==> src/rtl/sysctl_pkg.sv <==
package sysctl_pkg;
   typedef enum logic [2:0] {
      SEL_NONE,
      SEL_ZERO,
      SEL_RSTCTL,
      SEL_DDRSTAT,
      SEL_PCIESTAT,
      SEL_CLKDIV,
      SEL_BLDCFG,
      SEL_DDRCFG
   } sel_e;

   localparam int OFF_BUILD    = 'h00;
   localparam int OFF_CORE_CL  = 'h04;
   localparam int OFF_WRAP_CL  = 'h08;
   localparam int OFF_RSTCTL   = 'h10;
   localparam int OFF_DDRSTAT  = 'h14;
   localparam int OFF_PCIESTAT = 'h18;
   localparam int OFF_CLKDIV   = 'h30;
   localparam int OFF_BLDCFG   = 'h34;
   localparam int OFF_DDRCFG   = 'h38;

   localparam int RST_BIT      = 4;
   localparam int DDR_LOCK_BIT = 0;
   localparam int DDR_CAL_BIT  = 2;
   localparam int PCIE_STRIDE  = 8;
endpackage

==> src/rtl/sysctl_decode.sv <==
module sysctl_decode
   import sysctl_pkg::*;
#(
   parameter int ADDR_W    = 32,
   parameter int DEC_W     = 16,
   parameter int SIZE_W    = 4,
   parameter int ACC_BYTES = 4
) (
   input  logic [ADDR_W-1:0] addr,
   input  logic [SIZE_W-1:0] size,
   output sel_e              sel,
   output logic              size_ok
);
   if (DEC_W > ADDR_W) begin : g_bad_dec
      $error("DEC_W must not exceed ADDR_W");
   end

   logic [DEC_W-1:0] off;
   assign off     = addr[DEC_W-1:0];
   assign size_ok = (size == SIZE_W'(ACC_BYTES));

   always_comb begin
      case (off)
         DEC_W'(OFF_BUILD),
         DEC_W'(OFF_CORE_CL),
         DEC_W'(OFF_WRAP_CL):  sel = SEL_ZERO;
         DEC_W'(OFF_RSTCTL):   sel = SEL_RSTCTL;
         DEC_W'(OFF_DDRSTAT):  sel = SEL_DDRSTAT;
         DEC_W'(OFF_PCIESTAT): sel = SEL_PCIESTAT;
         DEC_W'(OFF_CLKDIV):   sel = SEL_CLKDIV;
         DEC_W'(OFF_BLDCFG):   sel = SEL_BLDCFG;
         DEC_W'(OFF_DDRCFG):   sel = SEL_DDRCFG;
         default:              sel = SEL_NONE;
      endcase
   end
endmodule

==> src/rtl/sysctl_rdmux.sv <==
module sysctl_rdmux
   import sysctl_pkg::*;
#(
   parameter int DATA_W    = 32,
   parameter int GIB_W     = 4,
   parameter int MHZ_W     = 8,
   parameter int LINKS     = 3,
   parameter int DDR_MHZ_W = 12
) (
   input  sel_e              sel,
   input  logic              size_ok,
   input  logic [GIB_W-1:0]  ram_gib,
   input  logic [MHZ_W-1:0]  timer_mhz,
   input  logic              ddr_locked,
   input  logic              ddr_calib,
   input  logic [LINKS-1:0]  pcie_lock,
   output logic [DATA_W-1:0] rval
);
   localparam int FLD_W = DATA_W / 4;
   localparam logic [DATA_W-1:0] BLD_WORD = DATA_W'(((1 << LINKS) - 1) << 1);

   if (MHZ_W != FLD_W) begin : g_bad_mhz
      $error("MHZ_W must equal a quarter of DATA_W");
   end
   if (LINKS * PCIE_STRIDE > DATA_W || LINKS + 1 > DATA_W) begin : g_bad_links
      $error("LINKS too large for DATA_W");
   end
   if (GIB_W + DDR_MHZ_W > DATA_W) begin : g_bad_ddr
      $error("DDR config fields exceed DATA_W");
   end

   logic [DATA_W-1:0] pcie_word, ddrst_word, div_word, ddrcfg_word, word;

   always_comb begin
      pcie_word = '0;
      for (int i = 0; i < LINKS; i++) pcie_word[PCIE_STRIDE*i] = pcie_lock[i];
   end

   always_comb begin
      ddrst_word = '0;
      ddrst_word[DDR_LOCK_BIT] = ddr_locked;
      ddrst_word[DDR_CAL_BIT]  = ddr_calib;
   end

   assign div_word    = DATA_W'({FLD_W'(1), FLD_W'(1), timer_mhz, FLD_W'(1)});
   assign ddrcfg_word = DATA_W'({{DDR_MHZ_W{1'b1}}, ram_gib});

   always_comb begin
      case (sel)
         SEL_DDRSTAT:  word = ddrst_word;
         SEL_PCIESTAT: word = pcie_word;
         SEL_CLKDIV:   word = div_word;
         SEL_BLDCFG:   word = BLD_WORD;
         SEL_DDRCFG:   word = ddrcfg_word;
         default:      word = '0;
      endcase
   end

   assign rval = size_ok ? word : '0;
endmodule

==> src/rtl/sysctl_rstpulse.sv <==
module sysctl_rstpulse
   import sysctl_pkg::*;
#(
   parameter int DATA_W = 32
) (
   input  logic              clk,
   input  logic              rst_n,
   input  logic              wr,
   input  logic              size_ok,
   input  sel_e              sel,
   input  logic [DATA_W-1:0] wdata,
   output logic              req
);
   if (RST_BIT >= DATA_W) begin : g_bad_bit
      $error("reset bit outside data word");
   end

   always_ff @(posedge clk or negedge rst_n) begin
      if (!rst_n) req <= 1'b0;
      else        req <= wr && size_ok && (sel == SEL_RSTCTL) && wdata[RST_BIT];
   end
endmodule

==> src/rtl/sysctl_regblock.sv <==
module sysctl_regblock
   import sysctl_pkg::*;
#(
   parameter int ADDR_W = 32,
   parameter int DATA_W = 32,
   parameter int DEC_W  = 16,
   parameter int SIZE_W = 4,
   parameter int GIB_W  = 4,
   parameter int MHZ_W  = 8,
   parameter int LINKS  = 3
) (
   input  logic              clk,
   input  logic              rst_n,
   input  logic [ADDR_W-1:0] bus_addr,
   input  logic              bus_rd,
   input  logic              bus_wr,
   input  logic [SIZE_W-1:0] bus_size,
   input  logic [DATA_W-1:0] bus_wdata,
   input  logic [GIB_W-1:0]  ram_gib,
   input  logic [MHZ_W-1:0]  timer_mhz,
   input  logic              ddr_locked,
   input  logic              ddr_calib,
   input  logic [LINKS-1:0]  pcie_lock,
   output logic [DATA_W-1:0] rdata,
   output logic              sys_reset_req
);
   localparam int ACC_BYTES = DATA_W / 8;

   sel_e              sel;
   logic              size_ok;
   logic [DATA_W-1:0] rval;

   sysctl_decode #(
      .ADDR_W(ADDR_W), .DEC_W(DEC_W), .SIZE_W(SIZE_W), .ACC_BYTES(ACC_BYTES)
   ) u_dec (
      .addr(bus_addr), .size(bus_size), .sel(sel), .size_ok(size_ok)
   );

   sysctl_rdmux #(
      .DATA_W(DATA_W), .GIB_W(GIB_W), .MHZ_W(MHZ_W), .LINKS(LINKS)
   ) u_mux (
      .sel(sel), .size_ok(size_ok), .ram_gib(ram_gib), .timer_mhz(timer_mhz),
      .ddr_locked(ddr_locked), .ddr_calib(ddr_calib), .pcie_lock(pcie_lock),
      .rval(rval)
   );

   sysctl_rstpulse #(.DATA_W(DATA_W)) u_rst (
      .clk(clk), .rst_n(rst_n), .wr(bus_wr), .size_ok(size_ok), .sel(sel),
      .wdata(bus_wdata), .req(sys_reset_req)
   );

   always_ff @(posedge clk or negedge rst_n) begin
      if (!rst_n)      rdata <= '0;
      else if (bus_rd) rdata <= rval;
   end
endmodule

==> config.mk <==
export PLATFORM = sky130hd
export DESIGN_NAME = sysctl_regblock
export DESIGN_NICKNAME = d
export VERILOG_FILES = /design/src/rtl/sysctl_pkg.sv /design/src/rtl/sysctl_decode.sv /design/src/rtl/sysctl_rdmux.sv /design/src/rtl/sysctl_rstpulse.sv /design/src/rtl/sysctl_regblock.sv
export SDC_FILE = /design/constraint.sdc
export NUM_CORES = 1
export LEC_CHECK = 0
export BUFFER_PORTS_ARGS = -buffer_cell sky130_fd_sc_hd__buf_2
export CORE_MARGIN = 10
export CORE_UTILIZATION = 35
export CTS_CLUSTER_DIAMETER = 100
export DETAILED_ROUTE_END_ITERATION = 6
export PLACE_DENSITY = 0.82
export SETUP_SLACK_MARGIN = 0.15
export SYNTH_ARGS = -nofsm -noshare
export SYNTH_HDL_FRONTEND = slang
export SYNTH_SLANG_ARGS = --single-unit
==> constraint.sdc <==
create_clock -name clk -period 1 [get_ports clk]
set_input_delay 0.2 -clock clk [delete_from_list [all_inputs] [get_ports clk]]
set_output_delay 0.2 -clock clk [all_outputs]
set_load 0.1 [all_outputs]
# Word level (Yosys, flattened, before mapping)
# Cells that the tools add are included.
totals:
  regBits: 33
  input_bits: 89
  out_inout_bits: 33
  word_cells: 25
op_classes:
  n_eq_ne: 15
  muxes: 3
  reduce_logical: 5
ops:
  columns: ["operator", "n"]
  rows:
  - ["25-bit one-hot mux with 5 select lines", 1]
  - ["16-bit by 5-bit equality test with 1-bit output (second input constant)", 3]
  - ["16-bit by 6-bit equality test with 1-bit output (second input constant)", 3]
  - ["25-bit two-way mux", 1]
  - ["3-bit one-hot mux with 7 select lines", 1]
  - ["16-bit by 3-bit equality test with 1-bit output (second input constant)", 1]
  - ["16-bit by 4-bit equality test with 1-bit output (second input constant)", 1]
  - ["16-bit logical NOT", 1]
  - ["3-bit equality test (second input constant)", 4]
  - ["3-bit by 2-bit equality test with 1-bit output (second input constant)", 2]
  - ["4-bit by 3-bit equality test with 1-bit output (second input constant)", 1]
  - ["1-bit logical AND", 3]
  - ["3-bit OR reduction", 1]

# Longest topological paths before layout
# Gate-level depths: netlist (run 1).
logic_depth:
  depth_word: 6
  depth_mapped: 5
  depth_no_buf: 4

# Modules after synthesis
# Synthesis (run 1) repeated with hierarchy kept, for this count alone.
hier_totals:
  cells_unflattened: 146
  area_unflattened_um2: 1861.8
modules_own_cells:
  columns: ["module", "instances", "cells_each", "area_each_um2"]
  rows:
  - ["sysctl_regblock", 1, 68, 1345.0]
  - ["sysctl_rdmux", 1, 59, 331.6]
  - ["sysctl_decode", 1, 16, 138.9]
  - ["sysctl_rstpulse", 1, 3, 46.3]

# Worst setup path after synthesis (run 1)
# OpenSTA, ideal clock, no wires.
synth_timing:
  path_type: "input to register"
  from: "in bus_addr[9]"
  to: "reg rdata[16]"
  setup_time_ns: 0.101
  arrival_time_ns: 1.537
  required_ns: 0.899
  path_slack_ns: -0.638
  cell_stages: 4
  path_buffers: 0
  path_cell_list: "or4_1 > nor4b_4 > nand4_1 > o32ai_1"
synth_between:
  elab_chain_cells: 6
  elab_cells_between_ends: 18
  cone_classes: "eq/ne (13); mux (3); reduce/logical (2)"
synth_rtl:
  columns: ["element", "line", "text"]
  rows:
  - ["start, declared", "sysctl_regblock.sv:14", "input logic [ADDR_W-1:0] bus_addr,"]
  - ["16-bit by 3-bit equality test with 1-bit output (tied with other cells)", "sysctl_decode.sv:23", "case (off)"]
  - ["3-bit OR reduction", "sysctl_decode.sv:23", null]
  - ["3-bit one-hot mux with 7 select lines *", "sysctl_decode.sv:23", null]
  - ["3-bit equality test / 3-bit by 2-bit equality test with 1-bit output (equally long branches)", "sysctl_rdmux.sv:49", "case (sel)"]
  - ["25-bit one-hot mux with 5 select lines *", "sysctl_rdmux.sv:49", null]
  - ["25-bit two-way mux *", "sysctl_rdmux.sv:59", "assign rval = size_ok ? word : '0;"]
  - ["end signal, assigned", "sysctl_regblock.sv:54", "else if (bus_rd) rdata <= rval;"]
  - ["end, declared", "sysctl_regblock.sv:24", "output logic [DATA_W-1:0] rdata,"]
# Every way passes the cells marked *; elsewhere a longest branch is shown, timed or not.
# A chain may end at the register's enable or synchronous reset.

# Final worst setup path (run 1)
layout_timing:
  from: "in bus_addr[10]"
  to: "reg rdata[13]"
# Same word-level chain as after synthesis.

==> flow_summary.json, run 1 <==
{
  "grt_pass1_vias": 1141,
  "power_per_cell_area_nw_per_um2": 827,
  "grt_max_degree": 17,
  "r2r-start": "rdata[8]",
  "die_area_um2": 5450,
  "antenna_cells": 0,
  "routed_via_density": 4.90,
  "rsz0062_at_grt": "true",
  "ant_nets": 0,
  "clk_path_buf_depth": 2,
  "grt_usage_pct": 11.6,
  "io_pins": 122,
  "outcome": "finished, violations left",
  "period_needed_ns": 1.42,
  "worst_slew_pin_slew_ns": 0.556,
  "first_iter_violations": 54,
  "port_buffers": 60,
  "netlist_instances": 117,
  "synthArstFlopShare_pct": 100,
  "grt_pass1_wl_um": 5130,
  "cp_max_fo": 4,
  "netlist_area_um2": 1010,
  "cts.reportedPaths.clkPinSlew_ns": 0.09,
  "critPathCaptureType": "flip-flop",
  "area_growth_pct": 85.9,
  "holdWs_ns": 0.142,
  "period_share_pct": 142,
  "timing.final.ws_setup_ns": -0.417,
  "nets": 280,
  "cp-startpoint": "bus_addr[10]",
  "hp-start": "timer_mhz[3]",
  "die_x_um": 73.8,
  "setup_viol": 35,
  "place_inst": 210,
  "final_layout_size_suffix_gt1_share_pct": 60.5,
  "numCtsBuffers": 3,
  "ys.flop_type": "dfrtp_1",
  "nFillCells": 209,
  "slew_headroom_pct": 62.8,
  "place_congestion": 0.817,
  "yosysUniqueCellTypes": 34,
  "final_core_util_pct": 68.4,
  "wirelength_um": 3370,
  "coreArea_um2": 2760,
  "synth_warnings": 0,
  "cts_root_buf": "clkbuf_4",
  "insertion_delay_ns": 0.28,
  "cts_tree": "yes",
  "synth-edff-count": 0,
  "route.vias.total": 1083,
  "synth_common_cells": "17 x buf_4, 17 x inv_1, 16 x dfrtp_1",
  "synth_top_area_share_pct": 39.5,
  "worstPathRequired_ns": 1.21,
  "instances_no_fill": 221,
  "fmax_ghz": 0.706,
  "clock-sinks": 16,
  "rrSetupSlack_ns": 0.08,
  "ys_seq_area_share_pct": 39.5,
  "grt.overflow.total": 0,
  "ir_drop_uv": 594,
  "slew_viol_final": 0,
  "leakagePower_nw": 0.842,
  "die_y_um": 73.8,
  "finalHoldViolations": 0,
  "wire_per_inst_um": 15.3,
  "start_util_pct": 36.8,
  "max-cap-violations": 0,
  "drc": 0,
  "synthTopCellsByArea": "dfrtp_1 39%, buf_4 13%, o22ai_1 8.0%",
  "dr.pass1.iters": 4,
  "crit_arrival_ns": 1.62,
  "dp_hpwl_um": 2820,
  "path_class": "input pin to flip-flop",
  "syn_area_per_cell_um2": 8.67,
  "fp-row-count": 19,
  "violations": "negative setup slack",
  "hold_path.class": "input pin to flip-flop",
  "antenna_found_initial": 0,
  "synth_top_cell_by_area": "dfrtp_1",
  "worstSetupStartpointType": "input pin",
  "ys_ff_latch": 16,
  "skew_ns": 0,
  "cts-htree-levels": 1
}
## cells by family (layout without fill, tap and decap cells)
group | Yosys count | count (layout) | share of synthesized area (%)
flops | 16 | 16 | 39.5
buf+inv | 40 | 99 | 21.1
simple gates | 34 | 35 | 21.2
other cells | 1 | 14 | 0.370
mux | 1 | 1 | 0.986
compound gates | 23 | 23 | 15.2
xor+xnor | 2 | 2 | 1.73
## placed cells by master, fill, tap and decap left out, types with 2 or more instances in the layout
cell type,n
buf_6,3
a21oi_1,3
dfrtp_1,2
nor2b_1,4
o22ai_1,2
nand4_1,3
buf_2,39
buf_12,19
nor3b_1,2
inv_1,17
dfrtp_4,13
o22ai_2,11
buf_4,16
or4_4,2
nor2_1,10
nor4_1,2
o32ai_2,2
conb_1,14
nand2_1,2
clkbuf_4,3
## critical path, stage by stage
cell	delay [ns]
buf_6	0.09
or4_4	0.54
nor4b_4	0.30
buf_4	0.19
nand4_2	0.16
o22ai_2	0.15
## path summary, 6_finish.rpt
kind,endpoint,cells past startpoint
max,rdata[13],6
min,rdata[11],3
max reg2reg,rdata[8],4
min reg2reg,rdata[16],2
max in group asynchronous,rdata[2],2
min in group asynchronous,rdata[9],2
## per-layer routing
metal	wire (um)	global-route usage [%]	share of wire, %	up-vias
li1	-	-	-	520
met1	1530	14.8	45	504
met5	0	0	0	-
met3	289	4.44	8.6	4
met2	1520	17.6	45	55
met4	34	3.73	1.0	0
## through the flow
| step | setup slack, ns | instance area, um2 | total power [W] | TNS (ns) |
|---|---|---|---|---|
| after floorplan | -0.579 | 1150 | 0.00103 | -8.19 |
| after global placement | -0.718 | 1680 | 0.00111 | -10.85 |
| after detailed placement | -0.800 | 1680 | 0.00112 | -11.69 |
| after CTS | -0.422 | 1800 | 0.00156 | -9.61 |
| after global routing | -0.471 | 1890 | 0.00163 | -10.46 |
| final | -0.417 | 1890 | 0.00156 | -9.32 |
## what timing repair did
item	CTS	global route
hold buffers	1	0
pin swaps	6	6
endpoints found under the hold margin	16	0
buffers inserted	4	1
gates cloned	0	1
endpoints found under the setup margin	35	35
resized for setup	7	10
## cell type report
cell class / count / area (um2) / area share (%)
Inverter: 17 / 63.8 / 3.38
Sequential cell: 16 / 450 / 23.9
Clock buffer: 4 / 36.3 / 1.92
Timing Repair Buffer: 78 / 739 / 39.2
Tap cell: 31 / 38.8 / 2.06
Multi-Input combinational cell: 75 / 558 / 29.6
## registers in the layout, summed over array words and instances, names as in the netlist
signal	count
rdata	15
u_rst.req	1
## power by group
part | internal [W] | total, W | switching, W
registers | 0.000646 | 0.000646 | 0.00000000222
logic | 0.000133 | 0.000490 | 0.000356
clock network | 0.000222 | 0.000426 | 0.000204
total | 0.00100 | 0.00156 | 0.000560
No activity file was read; power rests on OpenSTA's default activity.
==> run 2, diff against run 1 <==
- BUFFER_PORTS_ARGS: -buffer_cell sky130_fd_sc_hd__buf_2 -> not set
- CORE_MARGIN: 10 -> 3
- DONT_BUFFER_PORTS: not set -> 1
- PLACE_DENSITY: 0.82 -> 0.46
==> run 2 against run 1 <==
  * Register-to-register slack gained 0.14 ns
  * Cell area shrank 18%
  * Die area shrank 34%
  * First-iteration DRC count shrank 57%
  * Final cell count shrank 23%
  * Combinational power shrank 26%
  * Maximum frequency grew 6.1%
  * Sequential share of layout area grew 5.1 points
  * Critical path type unchanged
  * The flow still finishes with violations (negative setup slack)
  * Clock-buffer cell count is the same
  * Global-route usage grew 3.5 points
  * Largest cell class is now multi-input combinational cells
  * Largest power group unchanged
==> flow_summary.json, run 2 (synthesis results as in run 1) <==
{
  "dp_hpwl_um": 1850,
  "wire_per_inst_um": 15.5,
  "final_cell_mix": "17 x inv_1, 15 x buf_12, 14 x conb_1",
  "cts-htree-levels": 1,
  "route.vias.total": 879,
  "pwr-share-seq_pct": 47.6,
  "port_buffers": 0,
  "antenna_cells": 0,
  "place_inst": 159,
  "max-cap-violations": 0,
  "crit_slowest_cell": "or4_4",
  "fp-row-count": 18,
  "rsz0062_at_grt": "true",
  "instances_no_fill": 171,
  "path_cells": "or4_4 > nor4b_4 > buf_4 > nand4_4 > buf_6 > o22ai_2",
  "coreArea_um2": 2610,
  "slowest_delay_ns": 0.53,
  "insertion_delay_ns": 0.27,
  "start_util_pct": 38.8,
  "wirelength_um": 2650,
  "violations": "negative setup slack",
  "reg_top3": "rdata: 15 flops, u_rst.req: 1 flops",
  "skew_ns": 0,
  "cts_tree": "yes",
  "fmax_ghz": 0.749,
  "clock-sinks": 16,
  "cts.reportedPaths.clkPinSlew_ns": 0.10,
  "grt_usage_pct": 15.1,
  "worstSetupStartpointType": "input pin",
  "routed_via_density": 5.14,
  "power_w": 0.00136,
  "grt_max_degree": 20,
  "dr.pass1.iters": 4,
  "cts_root_buf": "clkbuf_4",
  "cp_max_fo": 5,
  "clk_path_buf_depth": 2,
  "path_class": "input pin to flip-flop",
  "top_register": "rdata",
  "p_switching_w": 0.000492,
  "outcome": "finished, violations left",
  "crit_arrival_ns": 1.53,
  "combPwrFrac_pct": 26.7,
  "area_growth_pct": 53.1,
  "critPathCaptureType": "flip-flop",
  "timing.final.ws_setup_ns": -0.336,
  "io_pins": 122,
  "hold_path.class": "input pin to asynchronous set/reset pin",
  "swShare_pct": 36.2,
  "slew_viol_final": 0,
  "mostFrequentLayoutCell": "inv_1",
  "first_iter_violations": 23,
  "largest_register_ffs": 15,
  "antenna_found_initial": 0,
  "grt.overflow.total": 0,
  "power_per_cell_area_nw_per_um2": 873,
  "clkPwrFrac_pct": 25.7,
  "ant_nets": 0,
  "grt_pass1_vias": 853,
  "numCtsBuffers": 3,
  "ir_drop_uv": 515,
  "worstPathRequired_ns": 1.19,
  "worst_slew_pin_slew_ns": 0.732,
  "period_needed_ns": 1.34,
  "die_x_um": 59.8,
  "slew_headroom_pct": 51.2,
  "leakagePower_nw": 0.622,
  "nets": 231,
  "die_area_um2": 3580,
  "p_int_w": 0.000865,
  "nFillCells": 223,
  "setup_viol": 35,
  "die_y_um": 59.8,
  "finalHoldViolations": 0,
  "period_share_pct": 134,
  "final_layout_size_suffix_gt1_share_pct": 41.1,
  "drc": 0,
  "place_congestion": 0.657,
  "grt_pass1_wl_um": 3990
}
-- run 2: cell types whose count changed in the layout (fill, tap and decap cells not counted), sizes merged --
cell,change
buf,-51
dlymetal6s4s,+1
dlygate4sd3,+2
nand4,-1
-- run 2: power groups by stage --
stage               clock (W)  combinational, W  sequential [W]
floorplan                   0          0.000367        0.000660
global placement            0          0.000312        0.000660
detailed placement          0          0.000315        0.000660
CTS                  0.000368          0.000351        0.000646
global route         0.000401          0.000378        0.000646
finish               0.000349          0.000362        0.000646
-- run 2: area by class of cell --
type,instances,area [um2],area share (%)
flip-flops and latches,16,450,29.0
inverters,17,63.8,4.11
repair buffers,30,457,29.4
clock buffers,4,26.3,1.69
well taps,30,37.5,2.42
multi-input cells,74,519,33.4
-- run 2: stage by stage --
step	hold slack (ns)	setup slack (ns)	utilization, %	setup TNS [ns]	cell area, um2
3_3_place_gp	-0.0951	-0.600	52.4	-8.74	1370
5_1_grt	0.000878	-0.360	59.5	-9.22	1550
3_5_place_dp	-0.0951	-0.650	52.4	-9.11	1370
4_1_cts	0.000814	-0.329	59.0	-8.22	1540
6_report	0.0284	-0.336	59.5	-7.90	1550
2_1_floorplan	-0.0956	-0.579	-	-8.19	1150
-- run 2: worst max-delay path, delay by kind of cell --
| kind | cells | cell delay (ns) |
|---|---|---|
| and+or+nand+nor | 3 | 0.89 |
| buffers and inverters | 2 | 0.34 |
| AOI/OAI and AO/OA | 1 | 0.09 |
-- run 2: routing by layer --
| layer | GRT usage [%] | part of all wire, % | vias to the layer above |
|---|---|---|---|
| li1 | - | - | 421 |
| met1 | 19.0 | 40 | 392 |
| met2 | 25.0 | 48 | 64 |
| met3 | 2.16 | 11 | 2 |
| met4 | 7.59 | 1.0 | 0 |
| met5 | 0 | 0 | - |
-- run 2: worst paths after layout --
path,slack (ns),cells past startpoint,to,startpoint
min in group clk,0.03,1,rdata[8],bus_rd
min,0.03,1,rdata[12],rst_n
max reg2reg,0.22,2,rdata[15],rdata[15]
max in group asynchronous,0.42,1,rdata[0],rst_n
max,-0.34,6,rdata[15],bus_addr[9]
min reg2reg,0.64,2,rdata[11],rdata[11]
-- run 2: timing repair --
| action | in CTS | in global routing |
|---|---|---|
| gates resized for setup | 14 | 1 |
| hold buffers | 3 | 1 |
| endpoints found under the hold margin | 24 | 7 |
| setup endpoints to repair | 35 | 51 |
| buffers inserted | 3 | 0 |
| pin swaps | 6 | 4 |
| cloned | 1 | 0 |
